[src/rtl/clkphase_pkg.sv]
package clkphase_pkg;

   // index width for a counter that holds values 0 .. n-1
   function automatic int unsigned idx_w(input int unsigned n);
      return (n <= 2) ? 1 : $clog2(n);
   endfunction

   typedef enum logic {
      SPEED_STD = 1'b0,
      SPEED_DBL = 1'b1
   } speed_e;

endpackage

[src/rtl/cgen_cfg.sv]
// Control register: one speed request bit, all other bits reserved.
module cgen_cfg #(
   parameter int unsigned CFG_W    = 8,
   parameter int unsigned MODE_BIT = 0
) (
   input  logic             clk,
   input  logic             rst_n,
   input  logic             wr,
   input  logic [CFG_W-1:0] wdata,
   output logic             req,
   output logic [CFG_W-1:0] rdata
);

   logic req_q;
   logic unused_rsvd;

   always_ff @(posedge clk or negedge rst_n) begin
      if (!rst_n)  req_q <= 1'b0;
      else if (wr) req_q <= wdata[MODE_BIT];
   end

   assign req         = req_q;
   assign unused_rsvd = ^wdata;

   for (genvar b = 0; b < CFG_W; b++) begin : g_rd
      if (b == MODE_BIT) begin : g_mode
         assign rdata[b] = req_q;
      end else begin : g_rsvd
         assign rdata[b] = 1'b0;
      end
   end

endmodule

[src/rtl/cgen_div.sv]
// Divide-by-two toggle and speed selection, expressed as a clock enable.
module cgen_div
   import clkphase_pkg::*;
(
   input  logic clk,
   input  logic rst_n,
   input  logic req,
   output logic div_q,
   output logic x2_act,
   output logic core_en
);

   logic   tog_q;
   speed_e speed_q;

   always_ff @(posedge clk or negedge rst_n) begin
      if (!rst_n) begin
         tog_q   <= 1'b0;
         speed_q <= SPEED_STD;
      end else begin
         tog_q <= ~tog_q;
         // the divided clock rises on this edge: apply the pending request
         if (!tog_q) speed_q <= speed_e'(req);
      end
   end

   assign div_q   = tog_q;
   assign x2_act  = (speed_q == SPEED_DBL);
   assign core_en = x2_act | tog_q;

endmodule

[src/rtl/cgen_seq.sv]
// Machine-cycle phase counter and address latch pulse generation.
module cgen_seq #(
   parameter int unsigned PHASES     = 6,
   parameter int unsigned PH_W       = 3,
   parameter int unsigned ALE_A      = 0,
   parameter int unsigned ALE_B      = 3,
   parameter int unsigned SKIP_PULSE = 1
) (
   input  logic            clk,
   input  logic            rst_n,
   input  logic            core_en,
   input  logic            xdata_cycle,
   output logic [PH_W-1:0] phase,
   output logic            skip,
   output logic            ale
);

   localparam logic [PH_W-1:0] LAST  = PH_W'(PHASES - 1);
   localparam logic [PH_W-1:0] PH_A  = PH_W'(ALE_A);
   localparam logic [PH_W-1:0] PH_B  = PH_W'(ALE_B);

   logic [PH_W-1:0] phase_q;
   logic            skip_q;
   logic            hit_a;
   logic            hit_b;

   always_ff @(posedge clk or negedge rst_n) begin
      if (!rst_n) begin
         phase_q <= '0;
         skip_q  <= 1'b0;
      end else if (core_en) begin
         if (phase_q == LAST) begin
            phase_q <= '0;
            skip_q  <= xdata_cycle;
         end else begin
            phase_q <= phase_q + PH_W'(1);
         end
      end
   end

   assign hit_a = (phase_q == PH_A);
   assign hit_b = (phase_q == PH_B);

   if (SKIP_PULSE == 1) begin : g_skip_second
      assign ale = hit_a | (hit_b & ~skip_q);
   end else begin : g_skip_first
      assign ale = (hit_a & ~skip_q) | hit_b;
   end

   assign phase = phase_q;
   assign skip  = skip_q;

endmodule

[src/rtl/clkphase_gen.sv]
module clkphase_gen
   import clkphase_pkg::*;
#(
   parameter int unsigned CFG_W      = 8,
   parameter int unsigned MODE_BIT   = 0,
   parameter int unsigned PHASES     = 6,
   parameter int unsigned ALE_A      = 0,
   parameter int unsigned ALE_B      = 3,
   parameter int unsigned SKIP_PULSE = 1,
   localparam int unsigned PH_W      = idx_w(PHASES)
) (
   input  logic             clk,
   input  logic             rst_n,
   input  logic             cfg_wr,
   input  logic [CFG_W-1:0] cfg_wdata,
   output logic [CFG_W-1:0] cfg_rdata,
   input  logic             xdata_cycle,
   output logic             core_en,
   output logic [PH_W-1:0]  phase,
   output logic             ale
);

   if (MODE_BIT >= CFG_W) begin : g_bad_mode_bit
      $error("MODE_BIT must lie inside the control register");
   end
   if (PHASES < 2) begin : g_bad_phases
      $error("PHASES must be at least 2");
   end
   if (ALE_A >= PHASES || ALE_B >= PHASES || ALE_A == ALE_B) begin : g_bad_ale
      $error("ALE phases must be distinct and below PHASES");
   end
   if (SKIP_PULSE > 1) begin : g_bad_skip
      $error("SKIP_PULSE selects pulse 0 or 1");
   end

   logic req;
   logic div_q;
   logic x2_act;
   logic skip_q;

   cgen_cfg #(
      .CFG_W    (CFG_W),
      .MODE_BIT (MODE_BIT)
   ) u_cfg (
      .clk   (clk),
      .rst_n (rst_n),
      .wr    (cfg_wr),
      .wdata (cfg_wdata),
      .req   (req),
      .rdata (cfg_rdata)
   );

   cgen_div u_div (
      .clk     (clk),
      .rst_n   (rst_n),
      .req     (req),
      .div_q   (div_q),
      .x2_act  (x2_act),
      .core_en (core_en)
   );

   cgen_seq #(
      .PHASES     (PHASES),
      .PH_W       (PH_W),
      .ALE_A      (ALE_A),
      .ALE_B      (ALE_B),
      .SKIP_PULSE (SKIP_PULSE)
   ) u_seq (
      .clk         (clk),
      .rst_n       (rst_n),
      .core_en     (core_en),
      .xdata_cycle (xdata_cycle),
      .phase       (phase),
      .skip        (skip_q),
      .ale         (ale)
   );

endmodule

[config.mk]
export PLATFORM = sky130hd
export DESIGN_NAME = clkphase_gen
export DESIGN_NICKNAME = d
export VERILOG_FILES = /design/src/rtl/clkphase_pkg.sv /design/src/rtl/cgen_cfg.sv /design/src/rtl/cgen_div.sv /design/src/rtl/cgen_seq.sv /design/src/rtl/clkphase_gen.sv
export SDC_FILE = /design/constraint.sdc
export NUM_CORES = 1
export LEC_CHECK = 0
export ABC_AREA = 1
export BUFFER_PORTS_ARGS = -buffer_cell sky130_fd_sc_hd__buf_2
export CAP_MARGIN = 15
export CORE_AREA = 2 2 39 41
export CTS_BUF_LIST = sky130_fd_sc_hd__clkbuf_2
export CTS_CLUSTER_SIZE = 14
export DETAILED_ROUTE_END_ITERATION = 6
export DIE_AREA = 0 0 41 43
export MAX_ROUTING_LAYER = met4
export PLACE_DENSITY = 0.57
export SYNTH_ARGS = -nofsm -noshare
export SYNTH_HDL_FRONTEND = slang
export SYNTH_HIERARCHICAL = 1
export SYNTH_SLANG_ARGS = --single-unit
[constraint.sdc]
create_clock -name clk -period 1.1 [get_ports clk]
set_input_delay 0.11 -clock clk [delete_from_list [all_inputs] [get_ports clk]]
set_output_delay 0.11 -clock clk [all_outputs]
set_load 0.05 [all_outputs]
; Word level (Yosys, flattened, before mapping)
; Index checks and enable logic that the tools add are counted.
[totals]
ff_bits = 7
output_inout_bits = 13
[classes]
add_sub_neg = 1
eq_ne = 2
n_mux = 1
n_bitwise = 5
reduce_logical = 2
[ops]
columns = op, n
row1 = "adder 3 x 1 -> 3 bit, second input constant", 1
row2 = "equality test 3 x 2 -> 1 bit, second input constant", 1
row3 = "equality test 3 bit, second input constant", 1
row4 = logical NOT 3 bit, 1
row5 = 2-to-1 mux 3 bit, 1
row6 = inverter 1 bit, 2
row7 = bitwise OR 1 bit, 2
row8 = AND reduction 2 bit, 1
row9 = bitwise AND 1 bit, 1

; Logic depth before layout (Yosys ltp)
; Gate-level depths: netlist of the first run.
[depth]
word_depth = 3
ltp_mapped = 6

; By module
; Netlist of the first run, hierarchy kept.
[by_module_without_submodules]
columns = mod, instances, cells_per_inst, area_each_um2, seq_area_each_um2
row1 = cgen_seq, 1, 28, 217.7, 100.1
row2 = cgen_cfg, 1, 14, 103.8, 25.0
row3 = cgen_div, 1, 7, 71.3, 50.0

; Worst setup path after synthesis of the first run
; No wires, ideal clock.
[synth_path]
kind = register -> output
from = reg u_seq.phase_q[1] (netlist: u_seq/phase[1])
to = out ale
arrival_ps = 1785
t_required_ps = 990
slack_ps = -795
path_stages_with_launch = 6
path_cell_list = dfrtp_1 > nand2_1 > inv_1 > ha_1 > inv_1 > o22ai_1
[synth_via]
elab_chain_len = 3
[synth_lines]
columns = element, line_no
row1 = start: declaration, cgen_seq.sv:22  ; logic [PH_W-1:0] phase_q;
row2 = start signal: assignment, cgen_seq.sv:36  ; phase_q <= phase_q + PH_W'(1);
row3 = equality test 3 x 2 -> 1 bit, cgen_seq.sv:42  ; assign hit_b = (phase_q == PH_B);
row4 = bitwise AND 1 bit, cgen_seq.sv:45  ; assign ale = hit_a | (hit_b & ~skip_q);
row5 = bitwise OR 1 bit (*), cgen_seq.sv:45
row6 = end: declaration, clkphase_gen.sv:20  ; output logic ale
; Every way passes the cells marked *; elsewhere a longest branch is shown, timed or not.

; Worst setup path after layout of the first run
; Ends and elaborated chain as after synthesis.

==> results of run 1 <==
power groups by stage:
stage	combinational, W	sequential (W)	clock (W)
floorplan	0.000428	0.000582	0
global placement	0.000903	0.000395	0
detailed placement	0.000913	0.000394	0
CTS	0.00101	0.000389	0.000203
global route	0.00119	0.000403	0.000216
finish	0.00109	0.000395	0.000188
registers in the layout, summed over array words and instances (netlist names):
name,flops
u_seq/phase,3
u_cfg/req,1
u_div/div_q,1
u_div/x2_act,1
u_seq/skip,1
through the flow:
step	total power, W	utilization (%)
final	0.00168	44.8
after global routing	0.00181	44.8
after CTS	0.00160	42.3
after floorplan	0.00101	-
after detailed placement	0.00131	36.5
after global placement	0.00130	36.5
final cells by class:
cell class | instances | share of cell area [%]
multi-input combinational | 32 | 29.8
timing repair buffer | 21 | 29.8
sequential | 7 | 28.8
inverter | 8 | 5.04
clock buffer | 4 | 3.23
tap | 16 | 3.23
what timing repair did:
action                     in CTS  in global routing
gates resized for setup        11                 11
setup buffers                   3                  0
hold buffers                    1                  0
pin swaps                       3                  4
setup endpoints to repair       4                  6
hold endpoints to repair        7                  0
cell usage after synthesis:
cell type | instances | area share [%]
o21ai_0 | 1 | 1.3
conb_1 | 1 | 0.95
nor2_1 | 3 | 2.9
o22ai_1 | 1 | 1.6
inv_2 | 2 | 1.9
nand2_2 | 1 | 1.6
nand2_1 | 13 | 12
inv_1 | 5 | 4.8
buf_4 | 8 | 15
nor2_4 | 1 | 2.9
or2_1 | 1 | 1.6
o21ai_1 | 1 | 1.3
clkinv_2 | 1 | 1.3
dfrtp_1 | 7 | 45
ha_1 | 1 | 3.2
nand3_1 | 2 | 2.5
worst max-delay path: cells and delay by family, from the launching register on:
kind / cells / cell delay (ps)
fa+ha+maj: 1 / 130
flops: 1 / 380
simple gates: 1 / 50
compound gates: 1 / 140
buf+inv: 3 / 280
path summary, 6_finish.rpt:
| check | start | end | slack (ps) | depth (start not counted) |
|---|---|---|---|---|
| setup / recovery | u_seq/phase[1] | ale | -210 | 6 |
| hold / removal | cfg_wdata[0] | u_cfg/req | 80 | 3 |
| setup reg to reg | u_div/x2_act | u_seq/phase[2] | 40 | 6 |
| hold reg to reg | u_div/x2_act | u_div/x2_act | 490 | 2 |
| max in group asynchronous | rst_n | u_seq/phase[2] | 700 | 2 |
| min in group asynchronous | rst_n | u_seq/phase[0] | 230 | 2 |
cell families (layout without fill, tap and decap cells):
| family | Yosys count | in the layout | synth area share (%) |
|---|---|---|---|
| adders and majority gates | 1 | 1 | 3.18 |
| AOI/OAI and AO/OA | 3 | 3 | 4.14 |
| buffers and inverters | 16 | 33 | 23.2 |
| DFF | 7 | 7 | 44.6 |
| other | 1 | 7 | 0.954 |
| and+or+nand+nor | 21 | 21 | 23.9 |
routing by layer:
metal	global-route usage, %	vias to the layer above
li1	-	176
met1	12.7	159
met2	13.4	12
met3	3.14	0
met4	6.00	0
met5	-	-
==> metrics.cfg, run 1 <==
[cts]
h-tree-depth=1
clk_latency_ps=230
path_clk_slew_ps=70
clock_sinks=7
cts_tree=done
ctsRootBufferMaster=clkbuf_2
cts_buffers=3
clockBufferDepth=2

[pwr]
power.density_mw_per_mm2=2700
internal_power_w=0.000909
ir_worst_vdd_mv=0.831
pwr-share-comb_pct=65.2
switching_share_pct=45.8
seq_power_share_pct=23.6
power_switching_w=0.000768
p_clk_share_pct=11.2
leakagePower_nw=0.337

[die]
die_height_um=43
rows=14
start_util_pct=28.4
design.die.area_mm2=0.00176
fp.coreArea_mm2=0.00138
die_x_um=41
num_io_pins=25

[drt]
vias_per_cell=3.94
drt_iter0_markers=3
ant_nets=0
drt-pass1-iter-count=3
vias=347
top_layer_used=met3
wl_met2_um=401
wire_per_inst_um=8.42
route.detailed.drc=0
wl_met1_um=300
met3_length_um=40
wl_um=741

[grt]
grt_pass1_wl_mm=1.15
grt.overflow.total=0
antenna_found_initial=0
grt_max_degree=8
grt_usage_pct=9.99
grt_pass1_vias=300

[critical_path]
critPathCaptureType=output port
cp.arrival_ps=1200
crit_required_ps=990
cpPeakStageDelay_ps=380
crit_chain=nand2_2 -> inv_2 -> ha_4 -> inv_2 -> o22ai_4 -> buf_6
crit_type=reg2out
critPathSlowestCell=dfrtp_2
path_common_cell=inv_2
start_kind=flop
cp_max_fo=3

[timing]
period_minus_slack_ps=1310
drv_slew=0
finClkSkew_ps=3.88
hold_viol=0
rsz0062_at_grt=true
setup_ws_ps=-211
tns_ps=-264
setup_viol=2
fmax_mhz=763
fin_crit_sh_pct=119
holdWs_ps=83.7

[logic_synthesis]
yosysUniqueCellTypes=16
avgSynthCellArea_um2=8.02
yosys_warnings=6
syn_inst=49
ys_seq_area_share_pct=44.6
ys_ff_latch=7
synth.cell_area_um2=393

[placement]
port_buffers=10
post-place-ws_ps=-83.9
place_area_um2=505
hpwl_um=547
place_inst=81
gp_congestion=0.659

[run_status]
violations=negative setup slack
outcome=finished, violations left

[flow_run]
maxCapViolCount=0

[finish]
area_growth_pct=58.0
final_common_cell=nand2_1
final_cell_mix=nand2_1 (12), buf_4 (8), conb_1 (7), buf_2 (5), inv_2 (5)
multi_input_area_um2=185
fin_area_um2=621
finalNonFillerCells=88
seq_area_um2=179
fillers=141
antenna_cells=0
nNetsFinal=86
drive_above_1_share_pct=54.2

[worst_hold_path]
hold_path_class=in2reg

(Power assumes the default switching activity.)
==> run 2: changes to the inputs <==
--- a/config.mk
+++ b/config.mk
@@ -5,7 +5,7 @@
 export SDC_FILE = /design/constraint.sdc
 export NUM_CORES = 1
 export LEC_CHECK = 0
-export ABC_AREA = 1
+export ABC_AREA = 0
 export BUFFER_PORTS_ARGS = -buffer_cell sky130_fd_sc_hd__buf_2
 export CAP_MARGIN = 15
 export CORE_AREA = 2 2 39 41
==> run 2 against run 1 <==
  * The run still ends with negative setup slack left
  * Cell area rose by 2.0%
  * Cell count fell by 16%
  * Synthesized area fell by 1.6%
  * Core utilization rose by 0.90 points
  * Fmax fell by 1.4%
  * Combinational power rose by 20%
  * Global-route usage rose by 0.18 points
  * Total power rose by 14%
  * Register-to-register slack got worse by 250 ps
  * Critical path type unchanged
  * Largest cell class unchanged
==> metrics.cfg, run 2 <==
[run_status]
outcome=finished, violations left  ; unchanged
violations=negative setup slack  ; unchanged

[cts]
cts_buffers=3  ; unchanged
cts_tree=done  ; unchanged
clockBufferDepth=2  ; unchanged
clk_latency_ps=220  ; was 230 ps
h-tree-depth=1  ; unchanged
ctsRootBufferMaster=clkbuf_2  ; unchanged
path_clk_slew_ps=70  ; about the same
clock_sinks=7  ; unchanged

[timing]
fmax_mhz=752  ; was 763 MHz
setup_viol=6  ; was 2
rsz0062_at_grt=true  ; unchanged
setup_ws_ps=-231  ; was -211 ps
drv_slew=0  ; unchanged
period_minus_slack_ps=1330  ; was 1310 ps
hold_viol=0  ; unchanged
tns_ps=-611  ; was -264 ps
holdWs_ps=102  ; was 83.7 ps
finClkSkew_ps=1.63  ; was 3.88 ps
fin_crit_sh_pct=121  ; was 119%

[die]
die_height_um=43  ; unchanged
num_io_pins=25  ; unchanged
start_util_pct=27.9  ; was 28.4%
die_x_um=41  ; unchanged
rows=14  ; unchanged
design.die.area_mm2=0.00176  ; unchanged
fp.coreArea_mm2=0.00138  ; unchanged

[grt]
grt.overflow.total=0  ; unchanged
grt_pass1_vias=279  ; was 300
grt_pass1_wl_mm=1.09  ; was 1.15 mm
grt_max_degree=8  ; unchanged
antenna_found_initial=0  ; unchanged
grt_usage_pct=10.2  ; was 9.99%

[finish]
final_common_cell=buf_4  ; was nand2_1
largest_reg_flops=3  ; unchanged
drive_above_1_share_pct=67.2  ; was 54.2%
area_growth_pct=63.8  ; was 58.0%
final_cell_mix=buf_4 (8), conb_1 (7), buf_6 (6), buf_2 (5)  ; was nand2_1 (12), buf_4 (8), conb_1 (7), buf_2 (5), inv_2 (5)
nNetsFinal=72  ; was 86
antenna_cells=0  ; unchanged
fin_area_um2=633  ; was 621 µm²

[pwr]
power_w=0.00191  ; was 0.00168 W
ir_worst_vdd_mv=0.973  ; was 0.831 mV
power.density_mw_per_mm2=3020  ; was 2700 mW/mm²
leakagePower_nw=0.319  ; was 0.337 nW

[critical_path]
cp_max_fo=3  ; unchanged
crit_type=reg2out  ; unchanged
critPathCaptureType=output port  ; unchanged
crit_required_ps=990  ; about the same
cp.arrival_ps=1220  ; was 1200 ps
start_kind=flop  ; unchanged

[logic_synthesis]
synthTopCellsByCount=buf_4 (8), dfrtp_1 (7), inv_1 (3)  ; was nand2_1 (13), buf_4 (8), dfrtp_1 (7)
ys_seq_area_share_pct=45.3  ; was 44.6%
avgSynthCellArea_um2=11.4  ; was 8.02 µm²
synth_edf_count=0  ; unchanged
synth.area.top_cells=dfrtp_1 (45%), buf_4 (16%), mux2_4 (7.8%), ha_1 (3.2%), inv_1 (2.9%)  ; was dfrtp_1 (45%), buf_4 (15%), nand2_1 (12%), inv_1 (4.8%), ha_1 (3.2%)
yosys.area.top_type=dfrtp_1  ; unchanged
synthFlopType=dfrtp_1  ; unchanged
ys_ff_latch=7  ; unchanged
yosysUniqueCellTypes=18  ; was 16
synth_top_cell_area_share_pct=45.3  ; was 44.6%
yosys_warnings=6  ; unchanged
synth.cell_area_um2=387  ; was 393 µm²
synthArstFlopShare_pct=100  ; unchanged
synth_most_common_cell=buf_4  ; was nand2_1
syn_inst=34  ; was 49

[drt]
wire_per_inst_um=9.45  ; was 8.42 µm
route.detailed.drc=0  ; unchanged
drt-pass1-iter-count=2  ; was 3
vias=297  ; was 347
drt_iter0_markers=4  ; was 3
vias_per_cell=4.01  ; was 3.94
ant_nets=0  ; unchanged
wl_um=699  ; was 741 µm

[worst_hold_path]
hold_path_class=in2reg  ; unchanged

[placement]
gp_congestion=0.609  ; was 0.659
port_buffers=10  ; unchanged
post-place-ws_ps=-119  ; was -83.9 ps
place_area_um2=518  ; was 505 µm²
hpwl_um=538  ; was 547 µm

[flow_run]
maxCapViolCount=0  ; unchanged

run 2: changes by cell type after synthesis, moves of 2 or more:
cell     delta
inv_1       -2
inv_2       -2
mux2_4      +2
nand2_1    -12
nand3_1     -2
nor2_1      -2
run 2: kinds of logic (layout without fill, tap and decap cells):
group           after synthesis  after routing  synth area share [%]
buf+inv                      11             29                  18.4
fa+ha+maj                     1              1                  3.24
xor+xnor                      1              1                  2.27
flops                         7              7                  45.3
mux                           4              4                  13.6
other cells                   1              7                 0.970
simple gates                  7              7                  12.3
compound gates                2              2                  3.88
run 2: repair_timing:
item / 4_1_cts / 5_1_grt
pin swaps: 3 / 1
resized for setup: 14 / 7
hold buffers: 1 / 0
hold endpoints to repair: 7 / 0
setup buffers: 2 / 2
endpoints found under the setup margin: 7 / 8
run 2: metal layers:
metal  track usage, %  up-vias  routed length (µm)  share of wire [%]
met3             3.14        0                  32                4.6
met5                -        -                   0                  0
li1                 -      145                   -                  -
met4             10.0        0                   0                  0
met2             14.7       13                 359                 51
met1             9.90      139                 307                 44
run 2: path summary, 6_finish.rpt:
| path | from | end | slack (ps) | cells after the start |
|---|---|---|---|---|
| worst min register to register | u_div/div_q | u_div/div_q | 530 | 2 |
| worst max register to register | u_seq/phase[1] | u_seq/skip | -210 | 4 |
| worst min-delay path | xdata_cycle | u_seq/skip | 100 | 2 |
| max in group asynchronous | rst_n | u_seq/phase[2] | 700 | 2 |
| worst max-delay path | u_seq/phase[0] | ale | -230 | 5 |
| min in group asynchronous | rst_n | u_div/div_q | 230 | 2 |
run 2: area by class of cell:
cell class                      count  area [µm²]
Inverter                            3        11.3
Clock buffer                        4        20.0
Timing Repair Buffer               22         193
Fill cell                         129         751
Tap cell                           16        20.0
Sequential cell                     7         179
Multi-Input combinational cell     22         210
run 2: critical path: stages, from the launching register on:
cell and delay, ps:
dfrtp_2 430, and2_4 150, ha_4 140, inv_2 50, o32ai_4 60, buf_6 160
run 2: where the power goes:
part           internal, W  leakage [nW]  switching [W]  total, W
sequential        0.000351        0.0773      0.0000654  0.000416
combinational     0.000640         0.225       0.000665   0.00131
clock            0.0000968        0.0166      0.0000937  0.000191
total              0.00109         0.319       0.000824   0.00191
run 2: stage by stage:
stage / utilization (%) / cells
2_1_floorplan: - / 40
3_3_place_gp: 37.4 / 66
3_5_place_dp: 37.4 / 66
4_1_cts: 43.8 / 73
5_1_grt: 45.8 / 74
6_report: 45.8 / 74
==> run 3: changes to the inputs <==
--- a/config.mk
+++ b/config.mk
@@ -13,9 +13,8 @@
 export CTS_CLUSTER_SIZE = 14
 export DETAILED_ROUTE_END_ITERATION = 6
 export DIE_AREA = 0 0 41 43
-export MAX_ROUTING_LAYER = met4
-export PLACE_DENSITY = 0.57
+export PLACE_DENSITY = 0.56
+export RECOVER_POWER = 25
 export SYNTH_ARGS = -nofsm -noshare
 export SYNTH_HDL_FRONTEND = slang
-export SYNTH_HIERARCHICAL = 1
 export SYNTH_SLANG_ARGS = --single-unit
==> run 3 against run 2 <==
  * The run still ends with negative setup slack left
  * First-iteration DRC count grew to 3.3 times the previous value
  * Sequential cell count is the same
  * Sequential power grew 7.7%
  * Highest routed layer unchanged
==> metrics.cfg, run 3 <==
[finish]
final_common_cell=buf_6  ; was buf_4
largest_reg_flops=3  ; unchanged
fin_area_um2=608  ; was 633 µm²
area_growth_pct=58.8  ; was 63.8%
drive_above_1_share_pct=64.9  ; was 67.2%
finalNonFillerCells=73  ; was 74
fin_util_pct=43.9  ; was 45.8%
fillers=148  ; was 129
final_cell_mix=buf_6 (8), conb_1 (7), buf_4 (6)  ; was buf_4 (8), conb_1 (7), buf_6 (6), buf_2 (5)
nNetsFinal=71  ; was 72
antenna_cells=0  ; unchanged

[pwr]
switching_share_pct=43.8  ; was 43.1%
seq_power_share_pct=23.7  ; was 21.8%
p_clk_share_pct=10.0  ; about the same
leakagePower_nw=0.293  ; was 0.319 nW
power_switching_w=0.000826  ; was 0.000824 W
internal_power_w=0.00106  ; was 0.00109 W
ir_worst_vdd_mv=1.00  ; was 0.973 mV
power.density_mw_per_mm2=3110  ; was 3020 mW/mm²
pwr-share-comb_pct=66.3  ; was 68.3%

[critical_path]
critPathSlowestCell=dfrtp_2  ; unchanged
crit_required_ps=990  ; about the same
crit_type=reg2out  ; unchanged
cp.arrival_ps=1240  ; was 1220 ps
crit_family=flip-flops  ; unchanged
cp_max_fo=3  ; unchanged
critPathCaptureType=output port  ; unchanged
start_kind=flop  ; unchanged
cpPeakStageDelay_ps=430  ; about the same
worst-path-buf-inv=2  ; unchanged
crit_chain=and2_4 -> ha_4 -> inv_2 -> o32ai_4 -> buf_6  ; unchanged
r2r_slack_ps=-170  ; was -210 ps

[cts]
cts_tree=done  ; unchanged
clock_sinks=7  ; unchanged
ctsRootBufferMaster=clkbuf_2  ; unchanged
h-tree-depth=1  ; unchanged
clk_latency_ps=230  ; was 220 ps
clockBufferDepth=2  ; unchanged
path_clk_slew_ps=70  ; about the same
cts_buffers=3  ; unchanged

[timing]
finClkSkew_ps=1.64  ; was 1.63 ps
fin_crit_sh_pct=123  ; was 121%
drv_slew=0  ; unchanged
fmax_mhz=741  ; was 752 MHz
setup_viol=5  ; was 6
rsz0062_at_grt=true  ; unchanged
setup_ws_ps=-249  ; was -231 ps
holdWs_ps=105  ; was 102 ps
period_minus_slack_ps=1350  ; was 1330 ps
hold_viol=0  ; unchanged

[die]
num_io_pins=25  ; unchanged
fp.coreArea_mm2=0.00138  ; unchanged
start_util_pct=27.7  ; was 27.9%
design.die.area_mm2=0.00176  ; unchanged
die_height_um=43  ; unchanged
die_x_um=41  ; unchanged
rows=14  ; unchanged

[logic_synthesis]
synth_fa_ha_area_share_pct=3.27  ; was 3.24%
synth_top_cell_area_share_pct=45.8  ; was 45.3%
yosys.area.top_type=dfrtp_1  ; unchanged
ys_seq_area_share_pct=45.8  ; was 45.3%
yosys_warnings=0  ; was 6
avgSynthCellArea_um2=10.9  ; was 11.4 µm²
synthMuxAreaShare_pct=12.7  ; was 13.6%
synth_xor_area_share_pct=2.29  ; was 2.27%
synth_edf_count=0  ; unchanged
synthFlopType=dfrtp_1  ; unchanged
synth-simple-area-share_pct=9.48  ; was 12.3%
ys_ff_latch=7  ; unchanged
synth-compound-area-share_pct=5.88  ; was 3.88%
synth.cell_area_um2=383  ; was 387 µm²
synth_top_family_by_area=buffers and inverters  ; unchanged
synthTopCellsByCount=buf_4 (8), dfrtp_1 (7), inv_1 (4)  ; was buf_4 (8), dfrtp_1 (7), inv_1 (3)
synthArstFlopShare_pct=100  ; unchanged
synth_most_common_cell=buf_4  ; unchanged
syn_inst=35  ; was 34
yosysUniqueCellTypes=16  ; was 18
synth.area.top_cells=dfrtp_1 (46%), buf_4 (16%), mux2_2 (5.9%), inv_1 (3.9%), mux2_4 (3.9%)  ; was dfrtp_1 (45%), buf_4 (16%), mux2_4 (7.8%), ha_1 (3.2%), inv_1 (2.9%)

[run_status]
outcome=finished, violations left  ; unchanged
violations=negative setup slack  ; unchanged

[grt]
antenna_found_initial=0  ; unchanged
grt_max_degree=8  ; unchanged
grt_pass1_wl_mm=1.09  ; unchanged
grt_pass1_vias=282  ; was 279
grt_usage_pct=9.63  ; was 10.2%
grt.overflow.total=0  ; unchanged

[drt]
wl_um=716  ; was 699 µm
drt_iter0_markers=13  ; was 4
drt-pass1-iter-count=4  ; was 2
route.detailed.drc=0  ; unchanged
vias=292  ; was 297
vias_per_cell=4.00  ; was 4.01
ant_nets=0  ; unchanged
wire_per_inst_um=9.81  ; was 9.45 µm

[flow_run]
maxCapViolCount=0  ; unchanged

[placement]
port_buffers=10  ; unchanged
place_inst=63  ; was 66
gp_congestion=0.619  ; was 0.609
place_area_um2=468  ; was 518 µm²
hpwl_um=461  ; was 538 µm

[worst_hold_path]
hold_path_class=in2reg  ; unchanged

==> run 3: cell type report <==
class	count	area, µm²	area share [%]
Multi-Input combinational cell	22	204	33.5
Clock buffer	4	20.0	3.29
Sequential cell	7	180	29.6
Timing Repair Buffer	20	169	27.8
Inverter	4	15.0	2.47
Tap cell	16	20.0	3.29
==> run 3: logic make-up after synthesis <==
| family | after synthesis |
|---|---|
| muxes | 4 |
| other | 1 |
| AOI/OAI and AO/OA | 3 |
| adders and majority gates | 1 |
| buffers and inverters | 12 |
| and+or+nand+nor | 6 |
| DFF | 7 |
| xor gates and xnor gates | 1 |
==> run 3: power by group through the flow <==
stage	sequential, W	clock, W	combinational, W
2_1_floorplan	0.000662	0	0.000455
3_3_place_gp	0.000464	0	0.000853
3_5_place_dp	0.000465	0	0.000850
4_1_cts	0.000447	0.000202	0.00119
5_1_grt	0.000458	0.000210	0.00133
6_report	0.000448	0.000189	0.00125
==> run 3: timing repair <==
action / in CTS / in global routing
endpoints found under the hold margin: 7 / 0
endpoints found under the setup margin: 7 / 8
hold buffers: 1 / 0
pin swaps: 6 / 3
resized for setup: 17 / 7
setup buffers: 6 / 0
==> run 3: metal layers <==
layer  track usage, %  vias up  part of all wire (%)
met3             1.57        0                   4.2
met5                0        -                     0
met4             10.0        0                     0
met1             11.0      140                    43
met2             13.8        9                    53
li1                 -      143                     -
==> run 3: worst paths after layout <==
check,start,end,cells after the start
hold / removal,xdata_cycle,u_seq.skip,2
setup reg to reg,u_seq.phase[1],u_seq.skip,4
hold reg to reg,u_cfg.req,u_div.x2_act,1
min in group asynchronous,rst_n,u_seq.skip,2
max in group asynchronous,rst_n,u_seq.phase[0],2
setup / recovery,u_seq.phase[1],ale,5
==> run 3: metrics by stage <==
stage                     setup WS (ps)  setup TNS (ps)  total power [W]
after CTS                          -273            -588          0.00183
after detailed placement           -126            -308          0.00131
final                              -249            -528          0.00189
after global routing               -294            -737          0.00199
after global placement             -118            -328          0.00132
after floorplan                    -218            -637          0.00112
